## src/rtl/pwc_pkg.sv

```systemverilog
package pwc_pkg;
  typedef enum logic [1:0] {
    ST_IDLE   = 2'd0,
    ST_WRITE  = 2'd1,
    ST_READ   = 2'd2,
    ST_UPDATE = 2'd3
  } pwc_state_e;

  typedef enum logic [1:0] {
    PEN_CLR = 2'b00,
    PEN_SET = 2'b01,
    PEN_INV = 2'b10,
    PEN_NOP = 2'b11
  } pwc_pen_e;
endpackage

```

## src/rtl/pwc_rst_sync.sv

```systemverilog
module pwc_rst_sync #(
  parameter int STAGES = 2
) (
  input  logic clk,
  input  logic rst_n,
  output logic rst_n_sync
);
  logic [STAGES-1:0] sync_q;

  always_ff @(posedge clk or negedge rst_n) begin
    if (!rst_n) sync_q <= '0;
    else        sync_q <= {sync_q[STAGES-1:0], 1'b1} >> 0;
  end

  assign rst_n_sync = sync_q[STAGES-1];
endmodule

```

## src/rtl/pwc_ctrl.sv

```systemverilog
module pwc_ctrl
  import pwc_pkg::*;
(
  input  logic clk,
  input  logic rst_n,
  input  logic draw_req,
  input  logic flush_req,
  input  logic tile_hit,
  output logic ready,
  output logic accept,
  output logic ram_we,
  output logic rd_phase,
  output logic upd_en,
  output logic upd_fill
);
  pwc_state_e state_q, state_d;
  logic       flush_q;
  logic       miss_q;

  assign ready  = (state_q == ST_IDLE);
  assign accept = ready & (draw_req | flush_req);

  always_comb begin
    state_d = state_q;
    unique case (state_q)
      ST_IDLE: begin
        if (flush_req)     state_d = ST_WRITE;
        else if (draw_req) state_d = tile_hit ? ST_UPDATE : ST_WRITE;
      end
      ST_WRITE:  state_d = flush_q ? ST_IDLE : ST_READ;
      ST_READ:   state_d = ST_UPDATE;
      ST_UPDATE: state_d = ST_IDLE;
      default:   state_d = ST_IDLE;
    endcase
  end

  always_ff @(posedge clk or negedge rst_n) begin
    if (!rst_n) state_q <= ST_IDLE;
    else        state_q <= state_d;
  end

  always_ff @(posedge clk or negedge rst_n) begin
    if (!rst_n) begin
      flush_q <= 1'b0;
      miss_q  <= 1'b0;
    end else if (accept) begin
      flush_q <= flush_req;
      miss_q  <= ~flush_req & ~tile_hit;
    end
  end

  assign ram_we   = (state_q == ST_WRITE);
  assign rd_phase = (state_q == ST_READ);
  assign upd_en   = (state_q == ST_UPDATE);
  assign upd_fill = miss_q;


  we_pulse_chk: assert property (@(posedge clk) disable iff (!rst_n)
    ram_we |=> !ram_we);

  we_busy_chk: assert property (@(posedge clk) disable iff (!rst_n)
    ram_we |-> !ready);

  flush_return_chk: assert property (@(posedge clk) disable iff (!rst_n)
    (ram_we && flush_q) |=> ready);

  miss_read_chk: assert property (@(posedge clk) disable iff (!rst_n)
    (ram_we && !flush_q) |=> (rd_phase && !ram_we));

  read_fill_chk: assert property (@(posedge clk) disable iff (!rst_n)
    rd_phase |=> (upd_en && upd_fill));

  hit_path_chk: assert property (@(posedge clk) disable iff (!rst_n)
    (accept && !flush_req && tile_hit) |=> (upd_en && !upd_fill && !ram_we));

  flush_prio_chk: assert property (@(posedge clk) disable iff (!rst_n)
    (accept && flush_req) |=> (ram_we && !upd_en));
endmodule

```

## src/rtl/pwc_tile.sv

```systemverilog
module pwc_tile
  import pwc_pkg::*;
#(
  parameter int COORD_W = 6,
  parameter int SUB_W   = 2,
  localparam int TILE_W = COORD_W - SUB_W,
  localparam int ADDR_W = 2 * TILE_W,
  localparam int BIT_W  = 2 * SUB_W,
  localparam int WORD_W = 1 << BIT_W
) (
  input  logic               clk,
  input  logic               rst_n,
  input  logic [COORD_W-1:0] px_x,
  input  logic [COORD_W-1:0] px_y,
  input  logic [1:0]         pen,
  input  logic               accept,
  input  logic               rd_phase,
  input  logic               upd_en,
  input  logic               upd_fill,
  input  logic [WORD_W-1:0]  ram_rdata,
  output logic               tile_hit,
  output logic [ADDR_W-1:0]  ram_addr,
  output logic [WORD_W-1:0]  ram_wdata
);
  logic [ADDR_W-1:0] live_addr;
  logic [ADDR_W-1:0] pend_addr;
  logic [BIT_W-1:0]  pend_bit;
  pwc_pen_e          pend_pen;
  logic [ADDR_W-1:0] cache_addr;
  logic [WORD_W-1:0] cache_data;
  logic [WORD_W-1:0] base_word;
  logic [WORD_W-1:0] merged;

  assign live_addr = {px_y[COORD_W-1:SUB_W], px_x[COORD_W-1:SUB_W]};
  assign tile_hit  = (live_addr == cache_addr);

  always_ff @(posedge clk or negedge rst_n) begin
    if (!rst_n) begin
      pend_addr <= '0;
      pend_bit  <= '0;
      pend_pen  <= PEN_NOP;
    end else if (accept) begin
      pend_addr <= live_addr;
      pend_bit  <= {px_y[SUB_W-1:0], px_x[SUB_W-1:0]};
      pend_pen  <= pwc_pen_e'(pen);
    end
  end

  assign base_word = upd_fill ? ram_rdata : cache_data;

  for (genvar i = 0; i < WORD_W; i++) begin : g_bit
    assign merged[i] = (pend_bit != BIT_W'(i)) ? base_word[i] :
                       (pend_pen == PEN_CLR)   ? 1'b0 :
                       (pend_pen == PEN_SET)   ? 1'b1 :
                       (pend_pen == PEN_INV)   ? ~base_word[i] :
                                                 base_word[i];
  end

  always_ff @(posedge clk or negedge rst_n) begin
    if (!rst_n) begin
      cache_addr <= '0;
      cache_data <= '0;
    end else if (upd_en) begin
      cache_addr <= pend_addr;
      cache_data <= merged;
    end
  end

  assign ram_addr  = rd_phase ? pend_addr : cache_addr;
  assign ram_wdata = cache_data;


  addr_hold_chk: assert property (@(posedge clk) disable iff (!rst_n)
    !upd_en |=> $stable(cache_addr));

  data_hold_chk: assert property (@(posedge clk) disable iff (!rst_n)
    !upd_en |=> $stable(cache_data));

  nop_pen_chk: assert property (@(posedge clk) disable iff (!rst_n)
    (upd_en && !upd_fill && pend_pen == PEN_NOP) |=> $stable(cache_data));

  one_bit_chk: assert property (@(posedge clk) disable iff (!rst_n)
    (upd_en && !upd_fill) |=> ($countones(cache_data ^ $past(cache_data)) <= 1));
endmodule

```

## src/rtl/pixel_word_cache.sv

```systemverilog
module pixel_word_cache #(
  parameter int COORD_W = 6,
  parameter int SUB_W   = 2,
  localparam int ADDR_W = 2 * (COORD_W - SUB_W),
  localparam int WORD_W = 1 << (2 * SUB_W)
) (
  input  logic               clk,
  input  logic               rst_n,
  input  logic [COORD_W-1:0] px_x,
  input  logic [COORD_W-1:0] px_y,
  input  logic [1:0]         pen,
  input  logic               draw_req,
  input  logic               flush_req,
  output logic               ready,
  output logic [ADDR_W-1:0]  ram_addr,
  output logic [WORD_W-1:0]  ram_wdata,
  output logic               ram_we,
  input  logic [WORD_W-1:0]  ram_rdata
);
  logic rst_n_i;
  logic accept, tile_hit, rd_phase, upd_en, upd_fill;

  pwc_rst_sync #(.STAGES(2)) u_rst (
    .clk        (clk),
    .rst_n      (rst_n),
    .rst_n_sync (rst_n_i)
  );

  pwc_ctrl u_ctrl (
    .clk       (clk),
    .rst_n     (rst_n_i),
    .draw_req  (draw_req),
    .flush_req (flush_req),
    .tile_hit  (tile_hit),
    .ready     (ready),
    .accept    (accept),
    .ram_we    (ram_we),
    .rd_phase  (rd_phase),
    .upd_en    (upd_en),
    .upd_fill  (upd_fill)
  );

  pwc_tile #(.COORD_W(COORD_W), .SUB_W(SUB_W)) u_tile (
    .clk       (clk),
    .rst_n     (rst_n_i),
    .px_x      (px_x),
    .px_y      (px_y),
    .pen       (pen),
    .accept    (accept),
    .rd_phase  (rd_phase),
    .upd_en    (upd_en),
    .upd_fill  (upd_fill),
    .ram_rdata (ram_rdata),
    .tile_hit  (tile_hit),
    .ram_addr  (ram_addr),
    .ram_wdata (ram_wdata)
  );


  reset_ready_chk: assert property (@(posedge clk)
    !rst_n_i |-> (ready && !ram_we));
endmodule

```

## config.mk

```make
export PLATFORM = sky130hd
export DESIGN_NAME = pixel_word_cache
export DESIGN_NICKNAME = d
export VERILOG_FILES = /design/src/rtl/pwc_pkg.sv /design/src/rtl/pwc_rst_sync.sv /design/src/rtl/pwc_ctrl.sv /design/src/rtl/pwc_tile.sv /design/src/rtl/pixel_word_cache.sv
export SDC_FILE = /design/constraint.sdc
export NUM_CORES = 1
export LEC_CHECK = 0
export ABC_AREA = 1
export BUFFER_PORTS_ARGS = -buffer_cell sky130_fd_sc_hd__buf_2
export CAP_MARGIN = 20
export CORE_MARGIN = 2
export CORE_UTILIZATION = 49
export CTS_CLUSTER_DIAMETER = 80
export DETAILED_ROUTE_END_ITERATION = 10
export PLACE_DENSITY = 0.8
export SLEW_MARGIN = 20
export SYNTH_ARGS = -nofsm -noshare
export SYNTH_HDL_FRONTEND = slang
export SYNTH_HIERARCHICAL = 1
export SYNTH_SLANG_ARGS = --single-unit
```

## constraint.sdc

```tcl
create_clock -name clk -period 1.2 [get_ports clk]
set_input_delay 0.18 -clock clk [delete_from_list [all_inputs] [get_ports clk]]
set_output_delay 0.18 -clock clk [all_outputs]
set_load 0.005 [all_outputs]
```

**After elaboration in Yosys (flattened, before gate mapping)**

Cells that the tools add are included.

- $add $sub $neg: 0
- Multiply operators: 0
- Div/mod/pow operators: 0
- $lt $le $gt $ge: 0
- Equality and inequality tests: 22
- Shift-type cells: 0
- Multiplexer cells: 71
- Bitwise logic cells: 21
- Reduce and logical (&&, ||, !) cells: 3

Operators with widths:

| cell | count |
|---|---|
| 1-bit two-way mux | 64 |
| 4-bit != test, second input constant | 8 |
| 1-bit inverter | 18 |
| 16-bit two-way mux | 1 |
| 4-bit by 3-bit != test with 1-bit output, second input constant | 4 |
| 8-bit equality test | 1 |
| 2-bit two-way mux | 4 |
| 8-bit two-way mux | 1 |
| 4-bit by 2-bit != test with 1-bit output, second input constant | 2 |
| 2-bit case mux with 4 select lines | 1 |
| 2-bit equality test, second input constant | 3 |
| 2-bit by 1-bit equality test with 1-bit output, second input constant | 2 |
| 2-bit zero test | 2 |
| 4-bit by 1-bit != test with 1-bit output, second input constant | 1 |
| 4-bit nonzero test | 1 |
| 3-bit != test, second input constant | 1 |
| 1-bit AND | 2 |
| 1-bit OR | 1 |

- Register bits after elaboration: 44
- Latch bits: 0
- RAM bits: 0
- Memory bits (read-only): 0
- Bits of input ports: 34
- Logic and storage cells: 126
- Memories kept: 0

**Longest topological paths before layout**

Gate-level depths: netlist (run 1).

- Word-level depth: 6
- Mapped depth: 8
- Mapped depth without buffers: 8

**Hierarchy**

Netlist (run 1), hierarchy kept.

By module, submodules not included:

| module | instances | cells each | area an instance (um2) |
|---|---|---|---|
| pwc_tile | 1 | 332 | 2341.0 |
| pwc_ctrl | 1 | 32 | 220.2 |
| pwc_rst_sync | 1 | 3 | 53.8 |

**Least setup slack after synthesis (run 1)**

OpenSTA, ideal clock, no wires.

- Path type: register to register
- From: register u_ctrl.state_q[1]
- To: register u_tile.pend_addr[0]
- Arrival: 1248 ps
- Setup slack: -173 ps
- Stages on the path, launching flop included: 6
- Buffers on the path: 1
- Period minus slack after synthesis: 1373 ps
- Path through: dfrtp_1 -> nor2_4 -> nand2_2 -> inv_1 -> buf_2 -> mux2_2

- Cells in the longest elaborated chain, start to end: 2

Ends and longest elaborated chain:

| element | RTL line | RTL |
|---|---|---|
| start: declaration | pwc_ctrl.sv:16 | `pwc_state_e state_q, state_d;` |
| start signal: assignment | pwc_ctrl.sv:39 | `else state_q <= state_d;` |
| 2-bit zero test | pwc_ctrl.sv:20 | `assign ready = (state_q == ST_IDLE);` |
| named net ready | pixel_word_cache.sv:14 | `output logic ready,` |
| 1-bit AND | pwc_ctrl.sv:21 | `assign accept = ready & (draw_req \| flush_req);` |
| named net accept | pixel_word_cache.sv:21 | `logic accept, tile_hit, rd_phase, upd_en, upd_fill;` |
| end signal: assignment | pwc_tile.sv:43 | `pend_addr <= live_addr;` |
| end: declaration | pwc_tile.sv:26 | `logic [ADDR_W-1:0] pend_addr;` |

The timed path passes the listed nets, and every way through them passes these cells.
A chain may end at the register's enable or synchronous reset.

**Worst setup path after layout (run 1)**

- From: register u_ctrl.state_q[1]
- To: output ram_addr[7]

- Cells in the longest elaborated chain, start to end: 2

Ends and longest elaborated chain:

| element | RTL line | RTL |
|---|---|---|
| 2-bit equality test | pwc_ctrl.sv:53 | `assign rd_phase = (state_q == ST_READ);` |
| named net rd_phase | pixel_word_cache.sv:21 |  |
| 8-bit two-way mux | pwc_tile.sv:69 | `assign ram_addr = rd_phase ? pend_addr : cache_addr;` |
| end: declaration | pixel_word_cache.sv:15 | `output logic [ADDR_W-1:0] ram_addr,` |

The timed path passes the listed nets, and every way through them passes these cells.

==> summary.txt, run 1 <==
Outcome
  • Run status: finished, violations left
  • Violated checks: setup timing

Setup path
  • Number of buffers and inverters on the critical path: 3
  • Delay-heaviest family, CP: flip-flops
  • Crit start category: flip-flop
  • Endpoint of the most critical register-to-register path: u_tile/ram_wdata[3]$_DFFE_PN0P_
  • Standard cell with the maximum stage delay on the critical path: dfrtp_1
  • Worst reg-to-reg path cell count: 5
  • Critical path launch point: u_ctrl/state_q[1]$_DFFE_PN0P_
  • Worst-case register-to-register setup slack: -0.28 ns
  • CP max FO: 8
  • Cell-by-cell listing of the critical path: inv_2 -> nor2_4 -> buf_6 -> nand2_1 -> o21ai_1 -> buf_2
  • Stage delay of the slowest cell on the critical path: 0.37 ns
  • Worst EP required: 1.02 ns
  • R2r startpoint: u_tile/pend_pen[1]$_DFFE_PN1P_
  • Type of element capturing the critical path: output port
  • Type of the setup path with the least slack: reg -> out
  • Number of stages on the worst setup path: 6
  • Crit path to: ram_addr[7]
  • Worst path arrival time: 1.31 ns

Worst hold path
  • Worst hold path type: in -> reg
  • Startpoint of the worst hold path: pen[0]

Pwr
  • Reported leakage power: 0.00210 uW
  • Pwr Density: 2970 nW/um^2
  • VDD IR max: 1.51 mV

Route
  • Highest signal layer in the routed design: met4
  • DRT Wirelength: 9.34 mm
  • Wire length on met3: 761 um
  • Detail Route Antenna Nets: 0
  • Count of unresolved DRC violations after routing: 0
  • DR iter-0 viols: 349
  • Number of iterations in the first detailed-routing pass: 5
  • Routed wirelength normalized by instance count: 17.3 um
  • Post-detailed-route via-to-cell ratio: 5.65
  • Post-Route M1 WL: 3.34 mm
  • Met2 layer wire length in the routed design: 4.73 mm
  • DR vias: 3,046

Synth
  • Synth area leader: dfrtp_1
  • Leading cell types by total area after synthesis: dfrtp_1, nand2_1, nand3_1
  • Cell variety after synth: 22
  • Cells after Synth: 367
  • Net count after synthesis: 401
  • Sequential element share of the synthesized area: 42.2%
  • Warning count from the yosys run: 6
  • Fraction of post-synthesis cell area in the top cell type by area: 40.2%
  • Number of synthesized register bits: 44
  • Mapped Area: 2620 sq um
  • Average footprint of a synthesized cell: 7.13 sq um

Placed design
  • Worst Setup Slack post-DPL: -0.0893 ns
  • Half-perimeter wire length after placement: 4.32 mm
  • Number of buffer cells added on primary ports: 59
  • Number of cells in the design after placement: 499
  • Final weighted congestion in routability-driven placement: 0.777

Layout
  • Share of layout cells above drive strength 1: 46.3%
  • NumNets Final: 502
  • Number of standard cells in the layout, taps in and fillers out: 539
  • Number of antenna repair diodes: 0
  • Area Overhead vs Synth: 55.4%

CTS
  • Master cell of the clock root buffer: clkbuf_8
  • Clock latency of the later-clocked register in the worst-skew pair: 0.31 ns
  • Sinks on the clock net: 44
  • Htree depth: 2
  • Number of buffers added by the clock tree synthesis step: 5
  • Clock transition time at the flip-flop clock pins of the worst setup and hold paths: 0.08 ns
  • Number of buffers between clock root and the deepest sink: 2
  • Clock tree from TritonCTS: done

Floorplanning
  • Chip height: 77.1 um
  • Starting density of the core: 50.9%
  • Number of core rows: 26
  • Number of top-level pins: 60
  • Chip width: 77.1 um
  • Core Region: 5140 sq um
  • Total die area: 5940 sq um

GRT
  • First-pass GRT wire length: 11.4 mm
  • Maximum number of pins on one net before global-route repair: 43
  • Residual overflow from global routing: 0
  • Number of antenna violations at the first check in global routing: 0
  • Number of global-route vias before repair: 2,474
  • Global Route Usage Sum: 24.0%

Timing
  • FMAX: 669 MHz
  • Final Worst Setup Slack: -0.294 ns
  • Minimum clock period after layout: 1.49 ns
  • RSZ-0062 raised after global routing: yes
  • # setup viols final: 43
  • Hold violation total from the final report: 0
  • Final clock skew: 0.00421 ns
  • Tcrit/Tclk final: 124%
  • Max-slew violation total from the final report: 0

Job
  • Count of max-cap constraint violations: 0
## worst reg2reg max path: stages (launching register included)
cell,delay (ns)
dfstp_2,0.62
clkinvlp_4,0.28
nand3_2,0.16
nand3_1,0.09
nand3_1,0.12
nand2_1,0.09
## state kept, by name (all words and copies together), names as in the netlist
signal             flops
u_ctrl/upd_fill        1
u_ctrl/flush_q         1
u_tile/ram_wdata      16
u_tile/pend_addr       8
u_tile/cache_addr      8
u_ctrl/state_q         2
u_tile/pend_bit        4
u_rst/sync_q           2
u_tile/pend_pen        2
## cell type report
| cell class | instances | area, sq um |
|---|---|---|
| multi-input cells | 256 | 1620 |
| flip-flops and latches | 44 | 1110 |
| fillers | 340 | 1080 |
| repair buffers | 104 | 866 |
| inverters | 55 | 238 |
| clock buffers | 7 | 96.3 |
| well taps | 70 | 87.6 |
| clock inverters | 1 | 30.0 |
| repair inverters | 2 | 16.3 |
## worst min-delay path by stage
stage                                           to  slack, ns  depth (start not counted)
finish              u_tile/pend_pen[0]$_DFFE_PN1P_       0.09                          3
global route        u_tile/pend_pen[0]$_DFFE_PN1P_       0.09                          3
CTS                 u_tile/pend_pen[1]$_DFFE_PN1P_       0.09                          3
detailed placement       u_rst/sync_q[0]$_DFF_PN0_      -0.03                          1
global placement         u_rst/sync_q[0]$_DFF_PN0_      -0.03                          1
floorplan                u_rst/sync_q[0]$_DFF_PN0_      -0.12                          0
## cells in the final DEF, fill, tap and decap left out, types with 8 or more instances in the layout
cell     instances
inv_1           39
nand2_1        105
nand3_1         24
buf_4           18
o21ai_1         20
nand3_2         33
o21ai_0          9
buf_6           14
dfrtp_1         35
o21ai_2          8
xnor2_1          8
nand2_2          8
buf_2           58
inv_2           10
nor2_4           8
## metal layers
layer / track usage, % / up-vias
met5: 0 / -
met4: 7.68 / 0
met3: 4.12 / 56
met2: 44.0 / 209
met1: 28.4 / 1411
li1: - / 1370
## cell usage after synthesis
cell,n
nor2_2,3
nand4_1,3
a31oi_1,1
nor2_4,5
buf_6,1
nand2_1,119
o21ai_0,37
dfstp_2,2
clkbuf_2,1
xnor2_1,8
clkinv_1,2
nand2_2,1
inv_2,6
clkbuf_1,4
inv_1,47
nor2_1,7
buf_2,6
a21oi_1,1
nand3_1,62
conb_1,1
mux2_2,8
dfrtp_1,42
## cell families after synthesis
logic type / Yosys count / share of synthesized area (%)
compound gates: 39 / 7.51
xor+xnor: 8 / 2.68
flops: 44 / 42.2
mux: 8 / 3.45
other cells: 1 / 0.143
simple gates: 200 / 33.8
buf+inv: 67 / 10.2
## timing repair
item / 4_1_cts / 5_1_grt
gates cloned: 5 / 4
hold endpoints to repair: 2 / 0
setup buffers: 4 / 19
resized for setup: 56 / 104
setup endpoints to repair: 41 / 51
pin swaps: 15 / 44
hold buffers: 1 / 0
## stage by stage
step                      hold WS, ns  total power, uW  utilization [%]  instance area [sq um]  setup TNS [ns]
after global routing           0.0899            12700             79.1                   4060           -8.12
final                          0.0887            12100             79.1                   4060           -6.08
after detailed placement      -0.0333             7430             60.2                   3090           -1.03
after global placement        -0.0341             7220             60.2                   3090          -0.343
after CTS                      0.0852             9600             67.5                   3470           -5.24
after floorplan                -0.116             5910                -                   2640           -1.05
## report_power, final
group          leakage [uW]  internal (uW)  switching (uW)
Clock             0.0000645            735             544
Combinational       0.00151           3580            4200
Sequential         0.000524           2250             776
No activity file was read; power rests on OpenSTA's default activity.
==> run 2, diff against run 1 <==
==> constraint.sdc (replaced) <==
create_clock -name clk -period 1.2 [get_ports clk]
set_input_delay 0.06 -clock clk [delete_from_list [all_inputs] [get_ports clk]]
set_output_delay 0.06 -clock clk [all_outputs]
set_load 0.005 [all_outputs]
==> run 2 against run 1 <==
  * The flow still finishes with violations (setup timing)
  * Sequential cell count stayed put
  * Global-route usage grew 0.44 points
  * Sequential power down 4%
  * Clock power decreased by 31%
  * Worst hold slack got worse by 0.062 ns
  * Final area decreased by 10%
  * Routed wire length shrank 24%
  * Sequential share of layout area increased by 3.0 points
  * Final cell count down 1.7%
  * Utilization shrank 7.9 points
  * Power is 19% lower
==> summary.txt, run 2 (synthesized netlist as in run 1, its figures left out) <==
Placed design
  • Number of buffer cells added on primary ports: 59 (unchanged)
  • Half-perimeter wire length after placement: 4.44 mm (+2.8%)
  • Final weighted congestion in routability-driven placement: 0.849 (+9.3%)

Timing
  • Minimum clock period after layout: 1.44 ns (-0.0515 ns)
  • Hold violation total from the final report: 0 (unchanged)
  • RSZ-0062 raised after global routing: yes
  • # setup viols final: 40 (-7.0%)
  • Final clock skew: 0.0114 ns (+0.00716 ns)
  • Max-slew violation total from the final report: 0 (unchanged)
  • Hold_ws: 0.0268 ns (-0.0619 ns)
  • FMAX: 693 MHz (+3.6%)
  • Tcrit/Tclk final: 120% (-4.3 points)
  • Final Worst Setup Slack: -0.243 ns (+0.0515 ns)

Setup path
  • Number of stages on the worst setup path: 6 (unchanged)
  • Critical path launch point: u_ctrl/state_q[0]$_DFFE_PN0P_
  • Worst path arrival time: 1.38 ns (+0.07 ns)
  • Endpoint of the most critical register-to-register path: u_tile/ram_wdata[7]$_DFFE_PN0P_
  • Crit start category: flip-flop
  • CP max FO: 6 (-2)
  • Worst reg-to-reg path cell count: 6 (+1)
  • R2r startpoint: u_ctrl/upd_fill$_DFFE_PN0P_
  • Worst-case register-to-register setup slack: -0.20 ns (+0.08 ns)
  • Crit path to: ram_addr[6]
  • Type of element capturing the critical path: output port
  • Delay-heaviest family, CP: buffers and inverters
  • Cell-by-cell listing of the critical path: buf_6 -> nor2_4 -> buf_6 -> nand2_2 -> o21ai_1 -> buf_2
  • Type of the setup path with the least slack: reg -> out
  • Most frequent cell on the critical path: buf_6
  • Standard cell with the maximum stage delay on the critical path: dfrtp_1
  • Stage delay of the slowest cell on the critical path: 0.41 ns (+0.04 ns)
  • Worst EP required: 1.14 ns (+0.12 ns)
  • Number of buffers and inverters on the critical path: 3 (unchanged)

Layout
  • Flip-flop count of the largest register, all copies and words added: 16 (unchanged)
  • Number of antenna repair diodes: 0 (unchanged)
  • Most common cell after layout, fill and taps aside: nand2_1
  • Layout fillers: 411 (+21%)
  • Share of layout cells above drive strength 1: 38.9% (-7.4 points)
  • Final standard cell utilization of the core: 71.2% (-7.9 points)
  • Most frequent cells in the layout: nand2_1, buf_2, inv_1
  • Area Overhead vs Synth: 39.9%
  • NumNets Final: 494 (-1.6%)

Route
  • DR iter-0 viols: 192 (-45%)
  • DRT Wirelength: 7.12 mm (-24%)
  • DR vias: 2,791 (-8.4%)
  • Number of iterations in the first detailed-routing pass: 5 (unchanged)
  • Post-detailed-route via-to-cell ratio: 5.27 (-6.8%)
  • Routed wirelength normalized by instance count: 13.4 um (-22%)
  • Count of unresolved DRC violations after routing: 0 (unchanged)
  • Detail Route Antenna Nets: 0 (unchanged)

GRT
  • Number of global-route vias before repair: 2,697 (+9.0%)
  • Global Route Usage Sum: 24.4% (+0.44 points)
  • Number of antenna violations at the first check in global routing: 0 (unchanged)
  • Residual overflow from global routing: 0 (unchanged)
  • Maximum number of pins on one net before global-route repair: 19 (-56%)
  • First-pass GRT wire length: 11.7 mm (+2.7%)

Floorplanning
  • Number of top-level pins: 60 (unchanged)
  • Chip height: 77.1 um (unchanged)
  • Chip width: 77.1 um (unchanged)
  • Starting density of the core: 50.9% (unchanged)
  • Number of core rows: 26 (unchanged)
  • Total die area: 5940 sq um (unchanged)
  • Core Region: 5140 sq um (unchanged)

CTS
  • Clock tree from TritonCTS: done
  • Clock latency of the later-clocked register in the worst-skew pair: 0.29 ns (-0.02 ns)
  • Number of buffers between clock root and the deepest sink: 2 (unchanged)
  • Number of buffers added by the clock tree synthesis step: 5 (unchanged)
  • Sinks on the clock net: 44 (unchanged)
  • Master cell of the clock root buffer: clkbuf_8
  • Clock transition time at the flip-flop clock pins of the worst setup and hold paths: 0.08 ns (about the same)
  • Htree depth: 2 (unchanged)

Pwr
  • VDD IR max: 1.89 mV (+25%)
  • Pwr Density: 2680 nW/um^2 (-10%)
  • Reported leakage power: 0.00193 uW (-8.0%)

Outcome
  • Violated checks: setup timing
  • Run status: finished, violations left

Worst hold path
  • Worst hold path type: in -> reg

Job
  • Count of max-cap constraint violations: 0 (unchanged)
==> run 2: final cells by class <==
type	count	area [sq um]	area share, %
clock buffer	6	72.6	1.98
tap	70	87.6	2.39
clock inverter	1	5.00	0.137
timing repair inverter	2	18.8	0.513
inverter	55	224	6.12
sequential	44	1110	30.3
timing repair buffer	96	672	18.4
multi-input combinational	256	1470	40.2
==> run 2: worst min-delay path by stage <==
stage	from	endpoint	slack [ns]	cells after the start
after floorplan	rst_n	u_rst/sync_q[0]$_DFF_PN0_	-0.24	0
after global placement	rst_n	u_rst/sync_q[0]$_DFF_PN0_	-0.15	1
final	px_x[3]	u_tile/pend_addr[1]$_DFFE_PN0P_	0.03	2
after CTS	px_y[5]	u_tile/pend_addr[7]$_DFFE_PN0P_	0.009	2
after global routing	px_y[5]	u_tile/pend_addr[7]$_DFFE_PN0P_	0.02	2
after detailed placement	rst_n	u_rst/sync_q[0]$_DFF_PN0_	-0.15	1
==> run 2: metal layers <==
layer  share of wire (%)  track usage (%)
met5                   0                0
met4                 2.4             12.7
met3                 6.4             4.35
met2                  49             40.0
met1                  42             31.0
==> run 2: where the power goes <==
group | switching [uW] | internal [uW] | leakage [uW]
Combinational | 3350 | 2660 | 0.00137
Sequential | 657 | 2240 | 0.000527
Clock | 489 | 397 | 0.0000410
==> run 2: timing repair <==
item | in CTS | in global routing
buffers inserted | 4 | 5
endpoints found under the hold margin | 9 | 0
gates cloned | 4 | 0
resized for setup | 64 | 46
setup endpoints to repair | 39 | 50
hold buffers | 8 | 0
pin swaps | 35 | 18
==> run 2: per-stage QoR <==
| step | setup TNS [ns] | worst slack [ns] | area (sq um) | power (uW) | std cells |
|---|---|---|---|---|---|
| final | -4.89 | -0.243 | 3660 | 9790 | 530 |
| after global routing | -7.47 | -0.288 | 3660 | 10600 | 530 |
| after CTS | -3.47 | -0.187 | 3490 | 9110 | 526 |
| after detailed placement | -0.963 | -0.0729 | 3090 | 7370 | 503 |
| after global placement | -0.528 | -0.0529 | 3090 | 7210 | 503 |
| after floorplan | -0.775 | -0.0925 | 2630 | 5850 | 367 |
==> run 3, diff against run 2 <==
- SKIP_CTS_REPAIR_TIMING: not set -> 1
==> run 3 against run 2 <==
  * The run ends with hold timing, setup timing left
  * Register-to-register slack hardly changed
  * Non-clock buffer count shrank 9
  * Critical path type unchanged
  * Clock skew decreased by 0.0011 ns
  * Via count decreased by 2.7%
  * Worst hold slack worse by 0.030 ns
  * Die area unchanged
  * Critical endpoint unchanged
  * Power down 3.6%
==> summary.txt, run 3 (synthesized netlist as in run 1, its figures left out) <==
Timing
  • Final clock skew: 0.0103 ns (-0.00109 ns)
  • Max-slew violation total from the final report: 0 (unchanged)
  • Hold violation total from the final report: 1 (+1)
  • RSZ-0062 raised after global routing: yes
  • Tcrit/Tclk final: 122% (+1.3 points)
  • FMAX: 686 MHz (-1.1%)
  • # setup viols final: 41 (+2.5%)
  • Hold_ws: -0.00341 ns (-0.0302 ns)
  • Final Worst Setup Slack: -0.258 ns (-0.0157 ns)
  • Minimum clock period after layout: 1.46 ns (+0.0157 ns)

CTS
  • Clock tree from TritonCTS: done
  • Clock latency of the later-clocked register in the worst-skew pair: 0.30 ns (about the same)
  • Number of buffers added by the clock tree synthesis step: 5 (unchanged)
  • Number of buffers between clock root and the deepest sink: 2 (unchanged)
  • Clock transition time at the flip-flop clock pins of the worst setup and hold paths: 0.08 ns (about the same)
  • Sinks on the clock net: 44 (unchanged)
  • Master cell of the clock root buffer: clkbuf_8
  • Htree depth: 2 (unchanged)

Setup path
  • Worst EP required: 1.14 ns (about the same)
  • Type of element capturing the critical path: output port
  • Delay-heaviest family, CP: flip-flops
  • Cell-by-cell listing of the critical path: buf_6 -> nor2_4 -> buf_6 -> nand2_2 -> o21ai_1 -> buf_2
  • Crit start category: flip-flop
  • Worst path arrival time: 1.40 ns (+0.02 ns)
  • Type of the setup path with the least slack: reg -> out
  • Stage delay of the slowest cell on the critical path: 0.43 ns (+0.02 ns)
  • Standard cell with the maximum stage delay on the critical path: dfrtp_1
  • Most frequent cell on the critical path: buf_6
  • Number of buffers and inverters on the critical path: 3 (unchanged)
  • CP max FO: 6 (unchanged)

Layout
  • NumNets Final: 485 (-1.8%)
  • Layout fillers: 419 (+1.9%)
  • Flip-flop count of the largest register, all copies and words added: 16 (unchanged)
  • Most common cell after layout, fill and taps aside: nand2_1
  • Most frequent cells in the layout: nand2_1, buf_2, inv_1
  • Share of layout cells above drive strength 1: 36.6% (-2.3 points)
  • Number of antenna repair diodes: 0 (unchanged)
  • Area Overhead vs Synth: 34.6%
  • Layout Cell Area excl Fill: 3520 sq um (-3.8%)

Pwr
  • Fraction of power consumed by sequential logic: 30.9% (+1.3 points)
  • Pwr Density: 2680 nW/um^2 (+0.17%)
  • Power dissipated by switching net loads: 4360 uW (-3.2%)
  • Clock network power share: 9.4% (+0.4 points)
  • Reported leakage power: 0.00186 uW (-3.7%)
  • Switch share: 46.1% (+0.21 points)
  • Cell-internal power: 5090 uW (-4.0%)
  • VDD IR max: 1.91 mV (+1.2%)
  • Combinational power share: 59.7% (-1.6 points)

Route
  • Post-detailed-route via-to-cell ratio: 5.21 (-0.97%)
  • Detail Route Antenna Nets: 0 (unchanged)
  • DR iter-0 viols: 191 (-0.52%)
  • Post-Route M1 WL: 2.74 mm (-8.0%)
  • Wire length on met3: 449 um (-1.8%)
  • Met2 layer wire length in the routed design: 3.48 mm (-1.1%)
  • DRT Wirelength: 6.91 mm (-3.0%)
  • Count of unresolved DRC violations after routing: 0 (unchanged)
  • DR vias: 2,717 (-2.7%)
  • Number of iterations in the first detailed-routing pass: 5 (unchanged)
  • Highest signal layer in the routed design: met4
  • Routed wirelength normalized by instance count: 13.3 um (-1.4%)

Placed design
  • Final weighted congestion in routability-driven placement: 0.849 (unchanged)
  • Worst Setup Slack post-DPL: -0.0729 ns (unchanged)
  • Number of buffer cells added on primary ports: 59 (unchanged)
  • Dpl cell area: 3090 sq um (unchanged)
  • Half-perimeter wire length after placement: 4.44 mm (unchanged)

GRT
  • Global Route Usage Sum: 21.5% (-2.9 points)
  • Number of global-route vias before repair: 2,517 (-6.7%)
  • Residual overflow from global routing: 0 (unchanged)
  • Maximum number of pins on one net before global-route repair: 19 (unchanged)
  • Number of antenna violations at the first check in global routing: 0 (unchanged)
  • First-pass GRT wire length: 10.4 mm (-11%)

Floorplanning
  • Chip width: 77.1 um (unchanged)
  • Starting density of the core: 50.9% (unchanged)
  • Number of core rows: 26 (unchanged)
  • Number of top-level pins: 60 (unchanged)
  • Core Region: 5140 sq um (unchanged)
  • Total die area: 5940 sq um (unchanged)
  • Chip height: 77.1 um (unchanged)

Outcome
  • Violated checks: hold timing, setup timing
  • Run status: finished, violations left

Job
  • Count of max-cap constraint violations: 0 (unchanged)

Worst hold path
  • Worst hold path type: in -> reg
## run 3: cell types whose count changed in the layout (fill, tap and decap cells not counted), moves of 2 or more
cell | previous run | this run
buf_6 | 15 | 10
dlygate4sd3_1 | 8 | 4
nand2_1 | 99 | 104
nand2_2 | 19 | 15
o21ai_0 | 21 | 23
## run 3: stage by stage
step | utilization [%] | instances | power (uW) | TNS [ns]
detailed placement | 60.2 | 503 | 7370 | -0.963
global route | 68.5 | 521 | 10200 | -7.97
global placement | 60.2 | 503 | 7210 | -0.528
floorplan | - | 367 | 5850 | -0.775
finish | 68.5 | 521 | 9440 | -5.47
CTS | 61.7 | 510 | 8280 | -4.16
## run 3: worst min-delay path: stages
cell and delay [ns]:
buf_2 0.10, nand2_2 0.05, o21ai_1 0.06
## run 3: final cells by class
class | count | area (sq um) | area share, %
inverters | 55 | 220 | 6.25
clock inverters | 1 | 5.00 | 0.142
well taps | 70 | 87.6 | 2.49
repair inverters | 2 | 16.3 | 0.462
multi-input cells | 256 | 1440 | 40.9
flip-flops and latches | 44 | 1110 | 31.6
clock buffers | 6 | 72.6 | 2.06
repair buffers | 87 | 568 | 16.1
## run 3: layer usage
| layer | vias up | global-route usage [%] |
|---|---|---|
| met3 | 22 | 3.76 |
| li1 | 1326 | - |
| met1 | 1257 | 26.3 |
| met4 | 0 | 10.7 |
| met5 | - | 0 |
| met2 | 112 | 36.8 |
## run 3: power groups by stage
stage	clock network, uW	registers, uW	logic [uW]
after global routing	979	3020	6240
after floorplan	0	2800	3040
after CTS	907	2800	4570
after global placement	0	2800	4410
after detailed placement	0	2820	4550
final	885	2920	5640
## run 3: worst paths after layout
path	start	endpoint	slack (ns)	cells past startpoint
worst max-delay path	u_ctrl/state_q[0]$_DFFE_PN0P_	ram_addr[6]	-0.26	6
worst min-delay path	px_x[1]	u_tile/pend_bit[1]$_DFFE_PN0P_	-0.003	3
worst max register to register	u_ctrl/state_q[1]$_DFFE_PN0P_	u_tile/pend_addr[6]$_DFFE_PN0P_	-0.19	5
worst min register to register	u_rst/sync_q[1]$_DFF_PN0_	u_tile/ram_wdata[1]$_DFFE_PN0P_	0.14	0
max in group asynchronous	u_rst/sync_q[1]$_DFF_PN0_	u_tile/ram_wdata[4]$_DFFE_PN0P_	0.55	1
min in group asynchronous	rst_n	u_rst/sync_q[1]$_DFF_PN0_	0.08	2
